===== src/rtl/cnt_enable_pkg.sv =====
package cnt_enable_pkg;

    typedef enum logic [1:0] {
        PL_USER = 2'd0,
        PL_KERN = 2'd1,
        PL_HYP  = 2'd2,
        PL_MON  = 2'd3
    } priv_e;

endpackage


===== src/rtl/cnt_limit_sel.sv =====
module cnt_limit_sel
    import cnt_enable_pkg::*;
#(
    parameter int NUM_EVT = 31,
    parameter int LIMIT_W = 6,
    localparam int CNT_W  = $clog2(NUM_EVT + 1)
) (
    input  priv_e              priv_lvl,
    input  logic               hyp_en,
    input  logic [LIMIT_W-1:0] hyp_limit,
    input  logic [LIMIT_W-1:0] impl_count,
    output logic [CNT_W-1:0]   n_eff
);

    logic               use_hyp;
    logic [LIMIT_W-1:0] raw;

    // The two lowest levels see the hypervisor's limit when it is active.
    always_comb begin
        unique case (priv_lvl)
            PL_USER, PL_KERN: use_hyp = hyp_en;
            PL_HYP, PL_MON:   use_hyp = 1'b0;
            default:          use_hyp = 1'b0;
        endcase
    end

    assign raw   = use_hyp ? hyp_limit : impl_count;
    // A limit above the bank size means every event counter is visible.
    assign n_eff = (raw > LIMIT_W'(NUM_EVT)) ? CNT_W'(NUM_EVT) : CNT_W'(raw);

endmodule


===== src/rtl/cnt_mask_gen.sv =====
module cnt_mask_gen #(
    parameter int NUM_EVT = 31,
    localparam int CNT_W  = $clog2(NUM_EVT + 1),
    localparam int REG_W  = NUM_EVT + 1
) (
    input  logic [CNT_W-1:0] n_eff,
    output logic [REG_W-1:0] vis_mask
);

    // Thermometer code: event bit i is visible when i < N.
    for (genvar i = 0; i < NUM_EVT; i++) begin : g_evt
        assign vis_mask[i] = (n_eff > CNT_W'(i));
    end

    // The cycle-counter bit is never hidden.
    assign vis_mask[NUM_EVT] = 1'b1;

endmodule


===== src/rtl/cnt_en_store.sv =====
module cnt_en_store #(
    parameter int REG_W = 32
) (
    input  logic             clk,
    input  logic             rst_n,
    input  logic             set_we,
    input  logic [REG_W-1:0] set_m,
    input  logic             clr_we,
    input  logic [REG_W-1:0] clr_m,
    input  logic [REG_W-1:0] vis_mask,
    output logic [REG_W-1:0] en_q
);

    logic [REG_W-1:0] set_v;
    logic [REG_W-1:0] clr_v;
    logic [REG_W-1:0] en_d;

    assign set_v = set_we ? set_m : '0;
    assign clr_v = clr_we ? clr_m : '0;
    // Set is applied after clear, so set wins on a shared bit.
    assign en_d  = (en_q & ~clr_v) | set_v;

    always_ff @(posedge clk) begin
        if (!rst_n) en_q <= '0;
        else        en_q <= en_d;
    end

    a_r1_reset_clears: assert property (@(posedge clk)
        !rst_n |=> en_q == '0);

    a_r2_set_sticks: assert property (@(posedge clk) disable iff (!rst_n)
        set_we |=> (en_q & $past(set_m)) == $past(set_m));

    a_r3_clear_drops: assert property (@(posedge clk) disable iff (!rst_n)
        (clr_we && !set_we) |=> (en_q & $past(clr_m)) == '0);

    a_r4_set_wins: assert property (@(posedge clk) disable iff (!rst_n)
        (set_we && clr_we) |=> (en_q & $past(set_m & clr_m)) == $past(set_m & clr_m));

    a_r6_hidden_kept: assert property (@(posedge clk) disable iff (!rst_n)
        rst_n |=> (en_q & ~$past(vis_mask)) == ($past(en_q) & ~$past(vis_mask)));

endmodule


===== src/rtl/cnt_enable_bank.sv =====
module cnt_enable_bank
    import cnt_enable_pkg::*;
#(
    parameter int NUM_EVT = 31,
    parameter int LIMIT_W = 6,
    localparam int REG_W  = NUM_EVT + 1,
    localparam int CNT_W  = $clog2(NUM_EVT + 1)
) (
    input  logic               clk,
    input  logic               rst_n,
    input  logic               set_we,
    input  logic [REG_W-1:0]   set_data,
    input  logic               clr_we,
    input  logic [REG_W-1:0]   clr_data,
    input  logic [1:0]         priv_lvl,
    input  logic               hyp_en,
    input  logic [LIMIT_W-1:0] hyp_limit,
    input  logic [LIMIT_W-1:0] impl_count,
    output logic [REG_W-1:0]   rd_data,
    output logic               cyc_en,
    output logic [NUM_EVT-1:0] evt_en
);

    priv_e            pl;
    logic [CNT_W-1:0] n_eff;
    logic [REG_W-1:0] vis_mask;
    logic [REG_W-1:0] en_q;
    logic [REG_W-1:0] vis_en;

    assign pl = priv_e'(priv_lvl);

    cnt_limit_sel #(.NUM_EVT(NUM_EVT), .LIMIT_W(LIMIT_W)) u_lim (
        .priv_lvl   (pl),
        .hyp_en     (hyp_en),
        .hyp_limit  (hyp_limit),
        .impl_count (impl_count),
        .n_eff      (n_eff)
    );

    cnt_mask_gen #(.NUM_EVT(NUM_EVT)) u_mask (
        .n_eff    (n_eff),
        .vis_mask (vis_mask)
    );

    // Writes to hidden bits are dropped before they reach storage.
    cnt_en_store #(.REG_W(REG_W)) u_store (
        .clk      (clk),
        .rst_n    (rst_n),
        .set_we   (set_we),
        .set_m    (set_data & vis_mask),
        .clr_we   (clr_we),
        .clr_m    (clr_data & vis_mask),
        .vis_mask (vis_mask),
        .en_q     (en_q)
    );

    assign vis_en  = en_q & vis_mask;
    assign rd_data = vis_en;
    assign cyc_en  = vis_en[NUM_EVT];
    assign evt_en  = vis_en[NUM_EVT-1:0];

    a_r5_mask_width: assert property (@(posedge clk) disable iff (!rst_n)
        $countones(vis_mask[NUM_EVT-1:0]) == int'(n_eff));

    a_r8_no_hidden_enable: assert property (@(posedge clk) disable iff (!rst_n)
        (evt_en & ~vis_mask[NUM_EVT-1:0]) == '0);

    a_r7_cycle_follows_store: assert property (@(posedge clk) disable iff (!rst_n)
        cyc_en == en_q[NUM_EVT]);

endmodule


===== config.mk =====
export PLATFORM = sky130hd
export DESIGN_NAME = cnt_enable_bank
export DESIGN_NICKNAME = d
export VERILOG_FILES = /design/src/rtl/cnt_enable_pkg.sv /design/src/rtl/cnt_limit_sel.sv /design/src/rtl/cnt_mask_gen.sv /design/src/rtl/cnt_en_store.sv /design/src/rtl/cnt_enable_bank.sv
export SDC_FILE = /design/constraint.sdc
export NUM_CORES = 1
export LEC_CHECK = 0
export CELL_PAD_IN_SITES_DETAIL_PLACEMENT = 0
export CELL_PAD_IN_SITES_GLOBAL_PLACEMENT = 1
export CORE_MARGIN = 5
export CORE_UTILIZATION = 26
export CTS_BUF_LIST = sky130_fd_sc_hd__clkbuf_8
export DETAILED_ROUTE_END_ITERATION = 10
export PLACE_DENSITY = 0.8
export RECOVER_POWER = 25
export SLEW_MARGIN = 20
export SYNTH_ARGS = -nofsm -noshare
export SYNTH_HDL_FRONTEND = slang
export SYNTH_SLANG_ARGS = --single-unit

===== constraint.sdc =====
create_clock -name clk -period 3 [get_ports clk]
set_input_delay 0.6 -clock clk [delete_from_list [all_inputs] [get_ports clk]]
set_output_delay 0.6 -clock clk [all_outputs]
set_load 0.01 [all_outputs]

Word-level counts from Yosys, hierarchy flattened:

Cells that the tools add are included.

* bits of input ports: 83
* bits in read-only memories: 0
* bits in writable memories: 0
* bits in latches: 0
* register bits: 32
* output and inout bits: 64
* logic and storage cells: 50
* memories kept: 0

* magnitude comparators: 32
* div/mod/pow operators: 0
* mux-type cells: 5
* reductions and logical operators: 3
* bitwise logic cells: 6
* shifts and indexed selects: 0
* equality and inequality tests: 3
* add/sub/neg operators: 0
* $mul: 0

Operators by type and width (number)
* 32-bit AND: 4
* 5-bit > comparator, second input constant: 15
* 32-bit two-way mux: 2
* 5-bit by 4-bit > comparator with 1-bit output, second input constant: 8
* 32-bit NOT: 1
* 32-bit OR: 1
* 5-bit by 3-bit > comparator with 1-bit output, second input constant: 4
* 5-bit by 1-bit > comparator with 1-bit output, second input constant: 2
* 5-bit by 2-bit > comparator with 1-bit output, second input constant: 2
* 6-bit by 5-bit > comparator with 1-bit output, second input constant: 1
* 6-bit two-way mux: 1
* 5-bit two-way mux: 1
* 2-bit == test, second input constant: 2
* 2-bit OR reduction: 2
* 2-bit by 1-bit == test with 1-bit output, second input constant: 1
* 2-bit logical NOT: 1
* 1-bit one-hot mux with 2 select lines: 1

Longest topological paths before layout:

Gate-level depths: netlist of run 1.

* word-level depth: 12
* mapped depth: 8
* gate-level depth less buffers: 6

Modules after synthesis:

A second synthesis of run 1 with hierarchy kept.

* cell total of the unflattened synthesis: 345
* area total of the unflattened synthesis: 2616.3 µm²

Modules (own cells, without submodules)
* cnt_en_store: cells each 141, instances 1, area an instance 1346.3 µm², sequential area each 640.6 µm²
* cnt_enable_bank: cells each 128, instances 1, area an instance 840.8 µm², sequential area each 0.0 µm²
* cnt_mask_gen: cells each 59, instances 1, area an instance 316.6 µm², sequential area each 0.0 µm²
* cnt_limit_sel: cells each 17, instances 1, area an instance 112.6 µm², sequential area each 0.0 µm²

Worst setup path after synthesis of run 1:

No wires, ideal clock.

* path type: input port to output port
* start: input port impl_count[5]
* end: output port rd_data[24]
* stages: 6
* data arrival time: 2.199 ns
* path buffers: 2
* setup slack: 0.201 ns
* required time: 2.400 ns
* cells stage by stage: clkbuf_1 -> o31ai_2 -> a21boi_4 -> a41oi_1 -> nor2b_1 -> buf_4

* cells in the longest elaborated chain, start to end: 5

RTL lines
* start: declaration: RTL line cnt_enable_bank.sv:18 `input logic [LIMIT_W-1:0] impl_count,`
* 6-bit two-way mux: RTL line cnt_limit_sel.sv:27 `assign raw = use_hyp ? hyp_limit : impl_count;`
* 6-bit by 5-bit > comparator with 1-bit output: RTL line cnt_limit_sel.sv:29 `assign n_eff = (raw > LIMIT_W'(NUM_EVT)) ? CNT_W'(NUM_EVT) : CNT_W'(raw);`
* 5-bit two-way mux: RTL line cnt_limit_sel.sv:29
* 5-bit > comparator: RTL line cnt_mask_gen.sv:12 `assign vis_mask[i] = (n_eff > CNT_W'(i));`
* 32-bit AND: RTL line cnt_enable_bank.sv:57 `assign vis_en = en_q & vis_mask;`
* end: declaration: RTL line cnt_enable_bank.sv:19 `output logic [REG_W-1:0] rd_data,`

No other way between the ends.

Final worst setup path of run 1:

* start: input port hyp_limit[4]
* end: output port evt_en[7]

* cells in the longest elaborated chain, start to end: 5

RTL lines
* start: declaration: RTL line cnt_enable_bank.sv:17 `input logic [LIMIT_W-1:0] hyp_limit,`
* 6-bit two-way mux *: RTL line cnt_limit_sel.sv:27
* 6-bit by 5-bit > comparator with 1-bit output: RTL line cnt_limit_sel.sv:29
* 5-bit two-way mux *: RTL line cnt_limit_sel.sv:29
* 5-bit by 3-bit > comparator with 1-bit output *: RTL line cnt_mask_gen.sv:12
* 32-bit AND *: RTL line cnt_enable_bank.sv:57
* end: declaration: RTL line cnt_enable_bank.sv:21 `output logic [NUM_EVT-1:0] evt_en`

Every way passes the cells marked *; elsewhere a longest branch is shown, timed or not.

==> results of run 1 <==
-- timing repair --
action	in CTS	in global routing
pin swaps	23	19
setup endpoints to repair	62	48
setup buffers	31	11
hold buffers	0	0
gates resized for setup	215	52
hold endpoints to repair	0	0
gates cloned	1	0
-- layout make-up --
cell class	instances	area share [%]
repair buffers	249	44.07
flip-flops and latches	32	13.59
inverters	3	0.2389
multi-input cells	213	37.11
well taps	111	2.947
clock buffers	7	2.044
-- power breakdown --
group | internal (mW) | switching, mW
clock network | 0.204 | 0.156
logic | 0.362 | 0.283
registers | 0.454 | 0.0131
total | 1.02 | 0.453
-- cells by family after synthesis --
group	after synthesis	synth area share [%]
AND/OR/NAND/NOR	122	29.63
AO/OA/AOI/OAI	85	27.85
buffers and inverters	49	13.42
flip-flops	32	26.85
multiplexers	5	2.255
-- worst register-to-register path, stage by stage (launching register included) --
cell and delay, ps:
dfxtp_1 320, a22o_1 190, o21a_1 160
-- routing by layer --
layer | part of all wire (%) | track usage (%) | vias to the layer above
met4 | 1.2 | 3.608 | 0
li1 | - | - | 1475
met3 | 6.5 | 4.960 | 13
met5 | 0 | 0 | -
met2 | 50 | 31.33 | 103
met1 | 42 | 19.81 | 1413
-- through the flow --
stage / total power, mW / setup slack (ps) / instances / TNS [ps]
after CTS: 1.467 / -88.37 / 604 / -123.4
after detailed placement: 1.034 / -678.4 / 565 / -36040
after floorplan: 0.7179 / 201.4 / 293 / 0
after global placement: 1.027 / -680.2 / 565 / -33760
final: 1.473 / 34.01 / 615 / 0
after global routing: 1.558 / -28.83 / 615 / -174.6
-- cell usage in the layout, fill, tap and decap left out, types with 7 or more instances in the layout --
master            n
a21boi_0         11
a32oi_1           9
buf_2            26
buf_4            89
buf_6            12
clkbuf_2         15
clkbuf_8          7
clkdlybuf4s50_1  69
dfxtp_1          32
dlygate4sd2_1    22
nand2_1          26
nand3_1          15
nor2b_1          20
o211ai_1         13
o21ai_0          11
-- path summary, 6_finish.rpt --
path,startpoint,to,slack [ps],cells past startpoint
min,u_store.en_q[8],u_store.en_q[8],470,2
min reg2reg,u_store.en_q[8],u_store.en_q[8],470,2
max,hyp_limit[4],evt_en[7],30,8
max reg2reg,u_store.en_q[18],u_store.en_q[18],2220,2
==> impl_metrics.py, run 1 <==
metrics = {
    "run_status": {
        "outcome": "finished, final reports clean",
    },
    "final_layout": {
        "finalInstanceArea_mm2": 0.004713,
        "drive_above_1_share_pct": 42.46,
        "multiInputGateArea_mm2": 0.001749,
        "fin_util_pct": 51.74,
        "insertedDiodeCount": 0,
        "seq_area_um2": 640.6,
        "reg.largest.list": "u_store.en_q (32)",
        "fillers": 880,
        "syn_to_final_growth_pct": 97.54,
        "largest_register_ffs": 32,
        "regMostFlops": "u_store.en_q",
        "nNetsFinal": 587,
    },
    "logic_synthesis": {
        "synth-main-ff-cell": "dfxtp_1",
        "yosysSeqAreaShare_pct": 26.85,
        "yosys.area.top_type": "dfxtp_1",
        "synth_top_cell_area_share_pct": 26.85,
        "avgSynthCellArea_um2": 8.143,
        "yosys_register_bits": 32,
        "synth_cells": 293,
        "synth_edf_count": 0,
        "ys_top_cells_by_area": "dfxtp_1, buf_4, nor2b_1",
        "synthesis.nets": 376,
        "ys_types": 51,
        "ys_warn_count": 0,
        "synthTopCellsByCount": "buf_4, dfxtp_1, nand2_1, nor2b_1, nand3_1",
        "async_reset_ff_share_pct": 0,
        "synth_area_mm2": 0.002386,
    },
    "die": {
        "initial_utilization_pct": 26.20,
        "design.die.area_mm2": 0.01119,
        "design.core.area_mm2": 0.009109,
        "rows": 35,
        "die_w_um": 105.8,
        "ioPinCount": 147,
        "die_h_um": 105.8,
    },
    "routing": {
        "routedWlPerCell_um": 16.47,
        "wl_um": 10130,
        "drtAntennaViolNets": 0,
        "dr.pass1.iters": 4,
        "route.vias.total": 3004,
        "drt_iter0_drc": 82,
        "viasPerCell": 4.885,
        "drc": 0,
    },
    "global_route": {
        "grt_pass1_wl_um": 15730,
        "antenna_found_initial": 0,
        "track_usage_pct": 17.17,
        "overflow": 0,
        "grt_pass1_vias": 3250,
        "grt_start_max_net_pins": 40,
    },
    "sta": {
        "drv_slew": 0,
        "hold_violations": 0,
        "relSlewSlack_pct": 49.82,
        "skew_ps": 0,
        "min_period_ps": 2966,
        "finalSetupViolCount": 0,
        "fmax_mhz": 337.2,
        "whs_ps": 465.1,
        "finalCritPeriodShare_pct": 98.87,
        "grt_setup_unrepaired": "yes",
        "tightest_slew_ps": 752.7,
    },
    "placement": {
        "io_buffer_count": 145,
        "dp_hpwl_um": 7191,
        "placed_cell_area_mm2": 0.004145,
        "gp_congestion": 0.8028,
    },
    "critical_path": {
        "critPathTopFamily": "buffers and inverters",
        "worst-path-buf-inv": 4,
        "crit_path_max_fanout": 7,
        "crit_arrival_ps": 2370,
        "required_ps": 2400,
        "cp_slowest_cell": "or4b_4",
        "endpoint_kind": "output pin",
        "start_kind": "primary input",
        "max_stage_delay_ps": 550,
        "path_class": "primary input to output pin",
        "worstPathCellList": "dlygate4sd2_1 -> or4b_4 -> o31ai_4 -> buf_4 -> nand2_4 -> buf_4 -> and2_1 -> dlygate4sd2_1",
    },
    "clock_network": {
        "cts_buffer_depth": 2,
        "numCtsBuffers": 5,
        "h-tree-depth": 2,
        "cts_root_buffer": "clkbuf_8",
        "cts_num_sinks": 32,
        "cts_tree": "yes",
        "insertion_delay_ps": 280,
        "clkTransAtPathRegs_ps": 60,
    },
    "power": {
        "power_leakage_nw": 2.066,
        "powerDensity_mw_per_mm2": 312.6,
        "irDropWorstVdd_mv": 0.1824,
    },
    "run": {
        "maxCapViolations": 0,
    },
    "hold_path": {
        "hold_path_class": "register to register",
    },
}
Power figures use the tool's default switching activity.
==> run 2, diff against run 1 <==
Settings changed: CORE_UTILIZATION 26 to 27, GPL_TIMING_DRIVEN set to 0, PLACE_DENSITY 0.8 to 0.81, SYNTH_HIERARCHICAL set to 1.
==> run 2 against run 1 <==
Critical path depth grew 2; critical path type unchanged; sequential share of layout area decreased by 0.097 points; global-route usage down 0.70 points; largest power group unchanged; routed wire length is 2.5% lower; highest routed layer unchanged.
==> impl_metrics.py, run 2 <==
metrics = {
    "power": {
        "powerDensity_mw_per_mm2": 314.9,
        "power_leakage_nw": 2.332,
        "p_total_mw": 1.495,
        "irDropWorstVdd_mv": 0.2079,
    },
    "placement": {
        "placed_cell_area_mm2": 0.004224,
        "gp_congestion": 0.7469,
        "dp_hpwl_um": 7494,
        "post-place-cells": 622,
        "io_buffer_count": 144,
    },
    "logic_synthesis": {
        "synthTopCellsByCount": "and2_1, nand2_1, buf_4, and3_1, dfxtp_1",
        "ys_warn_count": 6,
        "yosysMostFrequentCell": "and2_1",
        "synth_top_cell_area_share_pct": 24.49,
        "yosys.area.top_type": "dfxtp_1",
        "ys_types": 29,
        "yosysSeqAreaShare_pct": 24.49,
        "synth_edf_count": 0,
        "synth_cells": 345,
        "avgSynthCellArea_um2": 7.583,
        "synth_area_mm2": 0.002616,
        "async_reset_ff_share_pct": 0,
        "ys_top_cells_by_area": "dfxtp_1, and2_1, buf_4",
        "synthesis.nets": 428,
        "yosys_register_bits": 32,
        "synth-main-ff-cell": "dfxtp_1",
    },
    "critical_path": {
        "worstPathCellList": "dlygate4sd2_1 -> nand2b_4 -> mux2i_1 -> buf_4 -> buf_12 -> nor2_4 -> nand2_1 -> and2_4 -> buf_4 -> dlygate4sd2_1",
        "start_kind": "primary input",
        "max_stage_delay_ps": 270,
        "crit_arrival_ps": 2360,
        "path_class": "primary input to output pin",
        "worst-r2r-setup-slack_ps": 2360,
        "endpoint_kind": "output pin",
        "reg2reg_depth": 1,
        "timing.rr.end": "u_store/en_q[30]",
        "required_ps": 2400,
        "cp_slowest_cell": "dlygate4sd2_1",
        "crit_path_max_fanout": 7,
        "r2r-start": "u_store/en_q[30]",
    },
    "hold_path": {
        "hold_end": "u_store/en_q[17]",
        "hold_depth": 1,
        "hold_path_class": "register to register",
        "min_from": "u_store/en_q[17]",
    },
    "clock_network": {
        "cts_root_buffer": "clkbuf_8",
        "clkTransAtPathRegs_ps": 70,
        "cts_num_sinks": 32,
        "h-tree-depth": 2,
        "insertion_delay_ps": 290,
        "cts_tree": "yes",
        "cts_hold_buf": 0,
        "numCtsBuffers": 5,
        "cts_buffer_depth": 2,
    },
    "routing": {
        "drtAntennaViolNets": 0,
        "drc": 0,
        "drt_iter0_drc": 50,
        "wl_um": 9881,
        "dr.pass1.iters": 4,
        "viasPerCell": 4.460,
        "route.vias.total": 2921,
        "routedWlPerCell_um": 15.09,
    },
    "sta": {
        "hold_violations": 0,
        "grt_setup_unrepaired": "yes",
        "min_period_ps": 2965,
        "finalCritPeriodShare_pct": 98.82,
        "fmax_mhz": 337.3,
        "drv_slew": 0,
        "fin_tns_setup_ps": 0,
        "skew_ps": 0,
        "finalSetupViolCount": 0,
    },
    "die": {
        "initial_utilization_pct": 27.27,
        "design.core.area_mm2": 0.009594,
        "ioPinCount": 147,
        "rows": 36,
        "die_w_um": 108.4,
        "design.die.area_mm2": 0.01176,
        "die_h_um": 108.4,
    },
    "final_layout": {
        "final_cell_mix": "and2_1, clkdlybuf4s50_1, buf_4",
        "insertedDiodeCount": 0,
        "syn_to_final_growth_pct": 81.44,
        "regMostFlops": "u_store/en_q",
        "fillers": 967,
        "final_cell_count_no_fill": 655,
        "reg.largest.list": "u_store/en_q (32)",
        "fin_util_pct": 49.48,
        "largest_register_ffs": 32,
        "drive_above_1_share_pct": 28.54,
        "finalInstanceArea_mm2": 0.004747,
        "nNetsFinal": 604,
        "layout_commonest_cell": "and2_1",
    },
    "global_route": {
        "grt_pass1_vias": 3114,
        "grt_pass1_wl_um": 15340,
        "track_usage_pct": 16.47,
        "antenna_found_initial": 0,
        "grt_start_max_net_pins": 11,
        "overflow": 0,
    },
    "run_status": {
        "outcome": "finished, final reports clean",
    },
    "run": {
        "maxCapViolations": 0,
    },
}
==> run 2: cell count changes in the layout (fill, tap and decap cells not counted), sizes merged, moves of 16 or more <==
cell / delta
nand2: +16
and3: +25
dlygate4sd2: +23
and2: +84
nor2b: -23
buf: -51
a31o: +32
==> run 2: worst max-delay path: cells and delay by family <==
| kind | cells | cell delay [ps] |
|---|---|---|
| buffers and inverters | 5 | 940 |
| and+or+nand+nor | 4 | 670 |
| muxes | 1 | 150 |
==> run 2: area by class of cell <==
| type | instances | area, µm² | area share (%) |
|---|---|---|---|
| Clock buffer | 5 | 68.82 | 1.450 |
| Inverter | 4 | 15.01 | 0.3163 |
| Buffer | 53 | 424.2 | 8.935 |
| Timing Repair Buffer | 170 | 1595 | 33.61 |
| Multi-Input combinational cell | 255 | 1798 | 37.88 |
| Clock inverter | 3 | 38.79 | 0.8171 |
| Sequential cell | 32 | 640.6 | 13.49 |
| Tap cell | 133 | 166.4 | 3.506 |
==> run 2: logic make-up after synthesis <==
| group | Yosys count | share of synthesized area, % |
|---|---|---|
| muxes | 5 | 1.913 |
| AOI/OAI and AO/OA | 46 | 14.06 |
| DFF | 32 | 24.49 |
| other | 1 | 0.1433 |
| buffers and inverters | 58 | 16.69 |
| and+or+nand+nor | 203 | 42.71 |
==> run 2: metal layers <==
layer | track usage [%] | wire [µm] | up-vias
li1 | - | - | 1462
met1 | 18.33 | 4074 | 1377
met2 | 31.69 | 5183 | 75
met3 | 3.940 | 554 | 7
met4 | 2.976 | 68 | 0
met5 | 0 | 0 | -
==> run 2: per-stage QoR <==
step           hold slack [ps]  setup slack [ps]
2_1_floorplan            440.9             447.3
3_3_place_gp             446.9            -972.1
3_5_place_dp             457.0            -995.4
4_1_cts                  474.6             2.877
5_1_grt                  484.7            -54.18
6_report                 467.8             35.40
==> run 2: repair_timing <==
action / 4_1_cts / 5_1_grt
gates cloned: 2 / 0
setup endpoints to repair: 62 / 31
gates resized for setup: 135 / 43
setup buffers: 19 / 5
pin swaps: 15 / 10
==> run 2: report_power, final <==
part | total [mW] | leakage (nW) | switching [mW] | internal, mW
logic | 0.605 | 2.01 | 0.248 | 0.357
clock network | 0.418 | 0.0593 | 0.175 | 0.243
registers | 0.471 | 0.264 | 0.0149 | 0.456
total | 1.49 | 2.33 | 0.438 | 1.06
==> run 2: worst max-delay path by stage <==
| stage | startpoint | end | slack (ps) | depth (start not counted) |
|---|---|---|---|---|
| 2_1_floorplan | priv_lvl[1] | rd_data[8] | 450 | 8 |
| 3_3_place_gp | priv_lvl[1] | rd_data[22] | -970 | 9 |
| 3_5_place_dp | priv_lvl[1] | rd_data[25] | -1000 | 10 |
| 4_1_cts | impl_count[1] | rd_data[24] | 3 | 10 |
| 5_1_grt | hyp_limit[4] | rd_data[5] | -50 | 10 |
| 6_report | priv_lvl[1] | rd_data[5] | 40 | 10 |
